==> config.mk <==
export PLATFORM = sky130hd
export DESIGN_NAME = dma_irq_agg
export DESIGN_NICKNAME = d
export VERILOG_FILES = /design/src/rtl/irq_agg_pkg.sv /design/src/rtl/irq_raw_status.sv /design/src/rtl/irq_line.sv /design/src/rtl/dma_irq_agg.sv
export SDC_FILE = /design/constraint.sdc
export NUM_CORES = 1
export LEC_CHECK = 0
export ABC_CLOCK_PERIOD_IN_PS = 1700
export BUFFER_PORTS_ARGS = -buffer_cell sky130_fd_sc_hd__buf_4
export CAP_MARGIN = 15
export CORE_MARGIN = 4
export CORE_UTILIZATION = 46
export DETAILED_ROUTE_END_ITERATION = 8
export PLACE_DENSITY = 0.65
export SETUP_SLACK_MARGIN = 0.5
export SYNTH_ARGS = -nofsm -noshare
export SYNTH_HDL_FRONTEND = slang
export SYNTH_SLANG_ARGS = --single-unit
export TNS_END_PERCENT = 100
==> constraint.sdc <==
create_clock -name clk -period 1.7 [get_ports clk]
set_input_delay 0.255 -clock clk [delete_from_list [all_inputs] [get_ports clk]]
set_output_delay 0.255 -clock clk [all_outputs]
set_load 0.01 [all_outputs]
==> src/rtl/irq_agg_pkg.sv <==
package irq_agg_pkg;
  // slot inside each group of four word addresses
  typedef enum logic [1:0] {
    SLOT_RAW = 2'd0,
    SLOT_EN  = 2'd1,
    SLOT_FRC = 2'd2,
    SLOT_MSK = 2'd3
  } slot_e;

  localparam int SLOTS_PER_GROUP = 4;
endpackage

==> src/rtl/irq_raw_status.sv <==
module irq_raw_status #(
  parameter int NUM_CH = 16
) (
  input  logic              clk,
  input  logic              rst,
  input  logic [NUM_CH-1:0] set_i,
  input  logic [NUM_CH-1:0] clr_i,
  output logic [NUM_CH-1:0] raw_o
);
  logic [NUM_CH-1:0] raw_q;

  // set has priority over clear for the same bit
  always_ff @(posedge clk) begin
    if (rst) raw_q <= '0;
    else     raw_q <= (raw_q & ~clr_i) | set_i;
  end

  assign raw_o = raw_q;

  AST_SET_WINS: assert property (@(posedge clk) disable iff (rst)
    (|set_i) |=> ((raw_q & $past(set_i)) == $past(set_i)));

  AST_NO_SPURIOUS_SET: assert property (@(posedge clk) disable iff (rst)
    ((raw_q & ~$past(raw_q) & ~$past(set_i)) == '0));

  AST_DROP_NEEDS_CLEAR: assert property (@(posedge clk) disable iff (rst)
    ((~raw_q & $past(raw_q) & ~$past(clr_i)) == '0));
endmodule

==> src/rtl/irq_line.sv <==
module irq_line #(
  parameter int NUM_CH = 16
) (
  input  logic              clk,
  input  logic              rst,
  input  logic [NUM_CH-1:0] raw_i,
  input  logic              en_we,
  input  logic              frc_we,
  input  logic [NUM_CH-1:0] wdata_i,
  output logic [NUM_CH-1:0] en_o,
  output logic [NUM_CH-1:0] frc_o,
  output logic [NUM_CH-1:0] masked_o,
  output logic              irq_o
);
  logic [NUM_CH-1:0] en_q;
  logic [NUM_CH-1:0] frc_q;
  logic              irq_q;

  always_ff @(posedge clk) begin
    if (rst) begin
      en_q  <= '0;
      frc_q <= '0;
    end else begin
      if (en_we)  en_q  <= wdata_i;
      if (frc_we) frc_q <= wdata_i;
    end
  end

  assign masked_o = (raw_i | frc_q) & en_q;

  always_ff @(posedge clk) begin
    if (rst) irq_q <= 1'b0;
    else     irq_q <= |masked_o;
  end

  assign en_o  = en_q;
  assign frc_o = frc_q;
  assign irq_o = irq_q;

  AST_IRQ_NEEDS_ENABLE: assert property (@(posedge clk) disable iff (rst)
    irq_q |-> (|$past(en_q)));

  AST_FORCE_HOLDS: assert property (@(posedge clk) disable iff (rst)
    !$past(frc_we) |-> $stable(frc_q));

  AST_ENABLE_HOLDS: assert property (@(posedge clk) disable iff (rst)
    !$past(en_we) |-> $stable(en_q));
endmodule

==> src/rtl/dma_irq_agg.sv <==
module dma_irq_agg
  import irq_agg_pkg::*;
#(
  parameter int NUM_CH    = 16,
  parameter int NUM_LINES = 2,
  parameter int DATA_W    = 32,
  localparam int ADDR_W   = $clog2(SLOTS_PER_GROUP * (NUM_LINES + 1))
) (
  input  logic                 clk,
  input  logic                 rst,
  input  logic [NUM_CH-1:0]    chan_done,
  input  logic                 reg_wr,
  input  logic                 reg_rd,
  input  logic [ADDR_W-1:0]    reg_addr,
  input  logic [DATA_W-1:0]    reg_wdata,
  output logic [DATA_W-1:0]    reg_rdata,
  output logic                 reg_rvalid,
  output logic [NUM_LINES-1:0] irq_out
);
  localparam int GRP_W = ADDR_W - 2;

  logic [GRP_W-1:0]  grp;
  slot_e             slot;
  logic [NUM_CH-1:0] wbits;
  logic              unused_wdata_hi;
  logic              grp_is_line;
  logic              ack_hit;
  logic [NUM_CH-1:0] clr_bits;
  logic [NUM_CH-1:0] raw;

  logic [NUM_CH-1:0] en_a     [NUM_LINES];
  logic [NUM_CH-1:0] frc_a    [NUM_LINES];
  logic [NUM_CH-1:0] masked_a [NUM_LINES];

  assign grp             = reg_addr[ADDR_W-1:2];
  assign slot            = slot_e'(reg_addr[1:0]);
  assign wbits           = reg_wdata[NUM_CH-1:0];
  assign unused_wdata_hi = ^reg_wdata[DATA_W-1:NUM_CH];
  assign grp_is_line     = (grp != '0) && (int'(grp) <= NUM_LINES);

  // acknowledge: raw word, any raw alias, or any masked status word
  always_comb begin
    ack_hit = 1'b0;
    if (reg_wr) begin
      if (grp == '0) ack_hit = (slot == SLOT_RAW);
      else if (grp_is_line) ack_hit = (slot == SLOT_RAW) || (slot == SLOT_MSK);
    end
  end

  assign clr_bits = ack_hit ? wbits : '0;

  irq_raw_status #(.NUM_CH(NUM_CH)) u_raw (
    .clk   (clk),
    .rst   (rst),
    .set_i (chan_done),
    .clr_i (clr_bits),
    .raw_o (raw)
  );

  for (genvar k = 0; k < NUM_LINES; k++) begin : g_line
    logic sel;
    assign sel = reg_wr && (grp == GRP_W'(k + 1));

    irq_line #(.NUM_CH(NUM_CH)) u_line (
      .clk      (clk),
      .rst      (rst),
      .raw_i    (raw),
      .en_we    (sel && (slot == SLOT_EN)),
      .frc_we   (sel && (slot == SLOT_FRC)),
      .wdata_i  (wbits),
      .en_o     (en_a[k]),
      .frc_o    (frc_a[k]),
      .masked_o (masked_a[k]),
      .irq_o    (irq_out[k])
    );
  end

  // read selection
  logic [NUM_CH-1:0] rd_val;
  always_comb begin
    rd_val = '0;
    if (grp == '0) begin
      if (slot == SLOT_RAW) rd_val = raw;
    end else begin
      for (int k = 0; k < NUM_LINES; k++) begin
        if (grp == GRP_W'(k + 1)) begin
          case (slot)
            SLOT_RAW: rd_val = raw;
            SLOT_EN:  rd_val = en_a[k];
            SLOT_FRC: rd_val = frc_a[k];
            default:  rd_val = masked_a[k];
          endcase
        end
      end
    end
  end

  always_ff @(posedge clk) begin
    if (rst) begin
      reg_rvalid <= 1'b0;
      reg_rdata  <= '0;
    end else begin
      reg_rvalid <= reg_rd;
      if (reg_rd) reg_rdata <= DATA_W'(rd_val);
    end
  end

  AST_RVALID_FOLLOWS_READ: assert property (@(posedge clk) disable iff (rst)
    reg_rd |=> reg_rvalid);

  AST_RDATA_UPPER_ZERO: assert property (@(posedge clk) disable iff (rst)
    reg_rvalid |-> (reg_rdata[DATA_W-1:NUM_CH] == '0));
endmodule

==> results.md <==
- Outcome: finished clean
- Max stage delay on crit path: 0.39 ns
- Post-synth EDFFs: 0
- Final min period: 1.29 ns
- DRC viols: 0
- Register bit total from synthesis: 99
- Routed len/inst: 18.5 um
- Routed vias: 5224
- H-tree Lvls: 3
- FF-to-FF Start: u_raw.raw_o[15]
- Leak: 2.34 nW
- Cts bufs inserted: 9
- Largest net degree at the start of global routing: 56
- CTS tree: built
- Max Clk Rate: 0.777 GHz
- Metal2 WL: 8.17 mm
- Seq. cell area: 2000 um2
- Port Buffers: 58
- Multi-input logic area: 3110 um2
- Max Cap Viol: 0
- Drt total wl: 16.6 mm
- Metal3 WL: 1.20 mm
- Final TNS setup: 0 ns
- # clock sinks: 99
- Period Utilization, post-route: 0.757
- Top-area cell type share of the netlist area: 0.385
- Slew Viols, Final: 0
- Worst Hold Depth: 2
- Worst-path fanout max: 6
- Antenna diode count: 0
- Die Span Y: 114 um
- R2r setup slk: 0.41 ns
- RSZ-0062 raised after global routing: true
- Met1 WL: 6.68 mm
- Initial antenna violation count: 0
- Async set or reset register ratio after synthesis: 0
- Ports: 91
- Hold Path Sink: u_raw.raw_o[2]
- Pre-Repair DR Iteration Count: 5
- Reg2Reg Depth: 4
- Post-Syn Area: 5150 um2
- Worst-path cell chain: o21ai_2 > nand4_1 > nor4_4 > nor2_1
- Core area: 10900 um2
- Gpl congestion: 0.880
- Yosys warns: 0
- Clock tree buffer depth: 2
- Worst Setup End Kind: flop
- Worst setup margin: 0.413 ns
- Hold path start: reg_wdata[2]
- Setup CP Type: flop to flop
- Utilization after layout: 0.599
- Slew at the pin with the worst max-slew slack: 0.630 ns
- Detailed placement HPWL: 10.9 mm
- Power density over cell area: 795 nW/um2
- Seq/Total Area, Yosys: 0.385
- Syn avg cell area: 7.49 um2
- Post-synth cell types: 38
- Clock Skew: 0.00744 ns
- Worst-Skew Late Latency: 0.39 ns
- Cell Rows: 38
- Crit-path slowest cell: dfxtp_1
- Arr. time, crit path: 1.55 ns
- Worst-path clk slew: 0.10 ns
- Max layer used: met4
- Die Footprint: 12900 um2
- Starting Density: 0.473
- Layout Nets: 814
- DP Worst Slack: 0.0290 ns
- Fillers: 999
- Gate Count Post-Synth: 687
- Area leader, netlist: dfxtp_1
- Final antenna-violating net count: 0
- Crit path launch type: flop
- Layout cells sized above 1: 0.250
- Worst VDD drop: 0.645 mV
- GRT Resource Usage Total: 0.258
- DR iter-0 viols: 398
- Worst EP required: 1.96 ns
- Area delta synth->final: 26.7%
- Worst Hold Class: primary input to flop
- Slew margin rel.: 0.580
- First-pass GRT wire length: 25.9 mm
- Clk root buf: clkbuf_8
- # setup viols final: 0
- R2r endpoint: g_line[1].u_line.irq_o
- Final hold violations: 0
- Total grt overflow: 0
- Synth Flop Type: dfxtp_1
- Chip Width: 114 um
- Vias in the first global route: 4898
- Ranking of synthesized cells by area: dfxtp_1 (39%), nand2_1 (13%), a21oi_1 (7.8%), o21ai_0 (4.8%), o21ai_1 (3.7%)
- Routed vias/inst: 5.83
==> how the worst max path moves through the flow <==
stage	cells after the start	start	to	slack [ns]
after floorplan	8	reg_addr[1]	u_raw.raw_o[10]	0.31
after detailed placement	8	reg_addr[1]	reg_rdata[10]	0.03
after CTS	4	u_raw.raw_o[13]	g_line[0].u_line.irq_o	0.45
final	4	u_raw.raw_o[15]	g_line[1].u_line.irq_o	0.41
after global routing	4	g_line[0].u_line.frc_o[5]	g_line[0].u_line.irq_o	0.34
after global placement	8	reg_addr[1]	reg_rdata[10]	0.05
==> per-stage QoR <==
| stage | hold slack (ns) | power, mW | cells | area, um2 |
|---|---|---|---|---|
| 5_1_grt | 0.0837 | 5.37 | 896 | 6520 |
| 4_1_cts | 0.0805 | 5.16 | 891 | 6370 |
| 3_3_place_gp | 0.450 | 3.11 | 872 | 5970 |
| 6_report | 0.0917 | 5.19 | 896 | 6520 |
| 2_1_floorplan | 0.346 | 2.89 | 702 | 5500 |
| 3_5_place_dp | 0.456 | 3.13 | 872 | 5970 |
==> layer usage <==
| metal | global-route usage | vias up |
|---|---|---|
| li1 | - | 2513 |
| met1 | 0.321 | 2459 |
| met2 | 0.430 | 206 |
| met3 | 0.0621 | 46 |
| met4 | 0.104 | 0 |
| met5 | 0 | - |
==> repair_timing <==
action | CTS | global route
setup endpoints to repair | 21 | 25
hold buffers | 0 | 0
buffers inserted | 2 | 4
resized for setup | 54 | 23
cloned | 1 | 1
pin swaps | 7 | 5
==> where the power goes <==
part           internal (mW)  switching (mW)  leakage [nW]
logic                  0.291           0.395          1.39
registers               2.38          0.0815         0.808
clock network           1.21           0.830         0.137
==> Yosys cell counts (all sizes together), types with 13 or more instances <==
master,n
nor2,21
o21ai,87
inv,20
buf,46
clkbuf,18
a221oi,14
nor2b,13
a21boi,24
a311oi,16
dfxtp,99
nand2,174
a21oi,80
==> layout make-up <==
class / count / share of cell area
clock buffer: 12 / 0.0238
clock inverter: 4 / 0.0184
inverter: 20 / 0.0150
multi-input combinational: 521 / 0.477
sequential: 99 / 0.307
tap: 140 / 0.0269
timing repair buffer: 100 / 0.132
==> worst max-delay path, delay by kind of cell (launching register included) <==
kind	cells	cell delay [ns]
simple gates	3	0.58
flops	1	0.39
compound gates	1	0.19
==> cells by family (layout without fill, tap and decap cells) <==
family                   after synthesis  count (layout)  synth area share
AO/OA/AOI/OAI                        257             257             0.315
adder cells (fa/ha/maj)                7               7            0.0170
buffers and inverters                 84             136            0.0851
flip-flops                            99              99             0.385
multiplexers                           1               1           0.00194
other                                  1              16          0.000729
AND/OR/NAND/NOR                      238             240             0.196
==> sequential cells by signal, summed over array words and instances, names as in the netlist <==
register and count:
reg_rdata 16, reg_rvalid 1, g_line.u_line.frc_o 32, u_raw.raw_o 16
g_line.u_line.irq_o 2, g_line.u_line.en_o 32
==> layout by cell type, fill, tap and decap left out, types with 2 or more instances in the layout <==
cell type and instances:
o21ai_1 52, a221oi_2 11, a311oi_2 11, a21oi_1 80, conb_1 16, buf_4 88, dfxtp_4 2, ha_4 5
o21ai_0 22, buf_12 7, ha_2 2, nand3_4 2, and3_1 4, bufinv_16 4, nand3_2 2, dfxtp_1 87
inv_1 16, clkbuf_8 11, a221oi_1 2, nand2b_1 7, a311oi_1 5, nand2b_4 2, o21ai_4 2, o21ai_2 11
buf_6 4, o211ai_1 9, a21o_1 7, nor2_1 20, a31oi_1 9, a32oi_1 7, a21boi_1 24, nand2_1 174
nor2b_1 13, nand4_1 8, dfxtp_2 10
No activity file was read; power rests on OpenSTA's default activity.
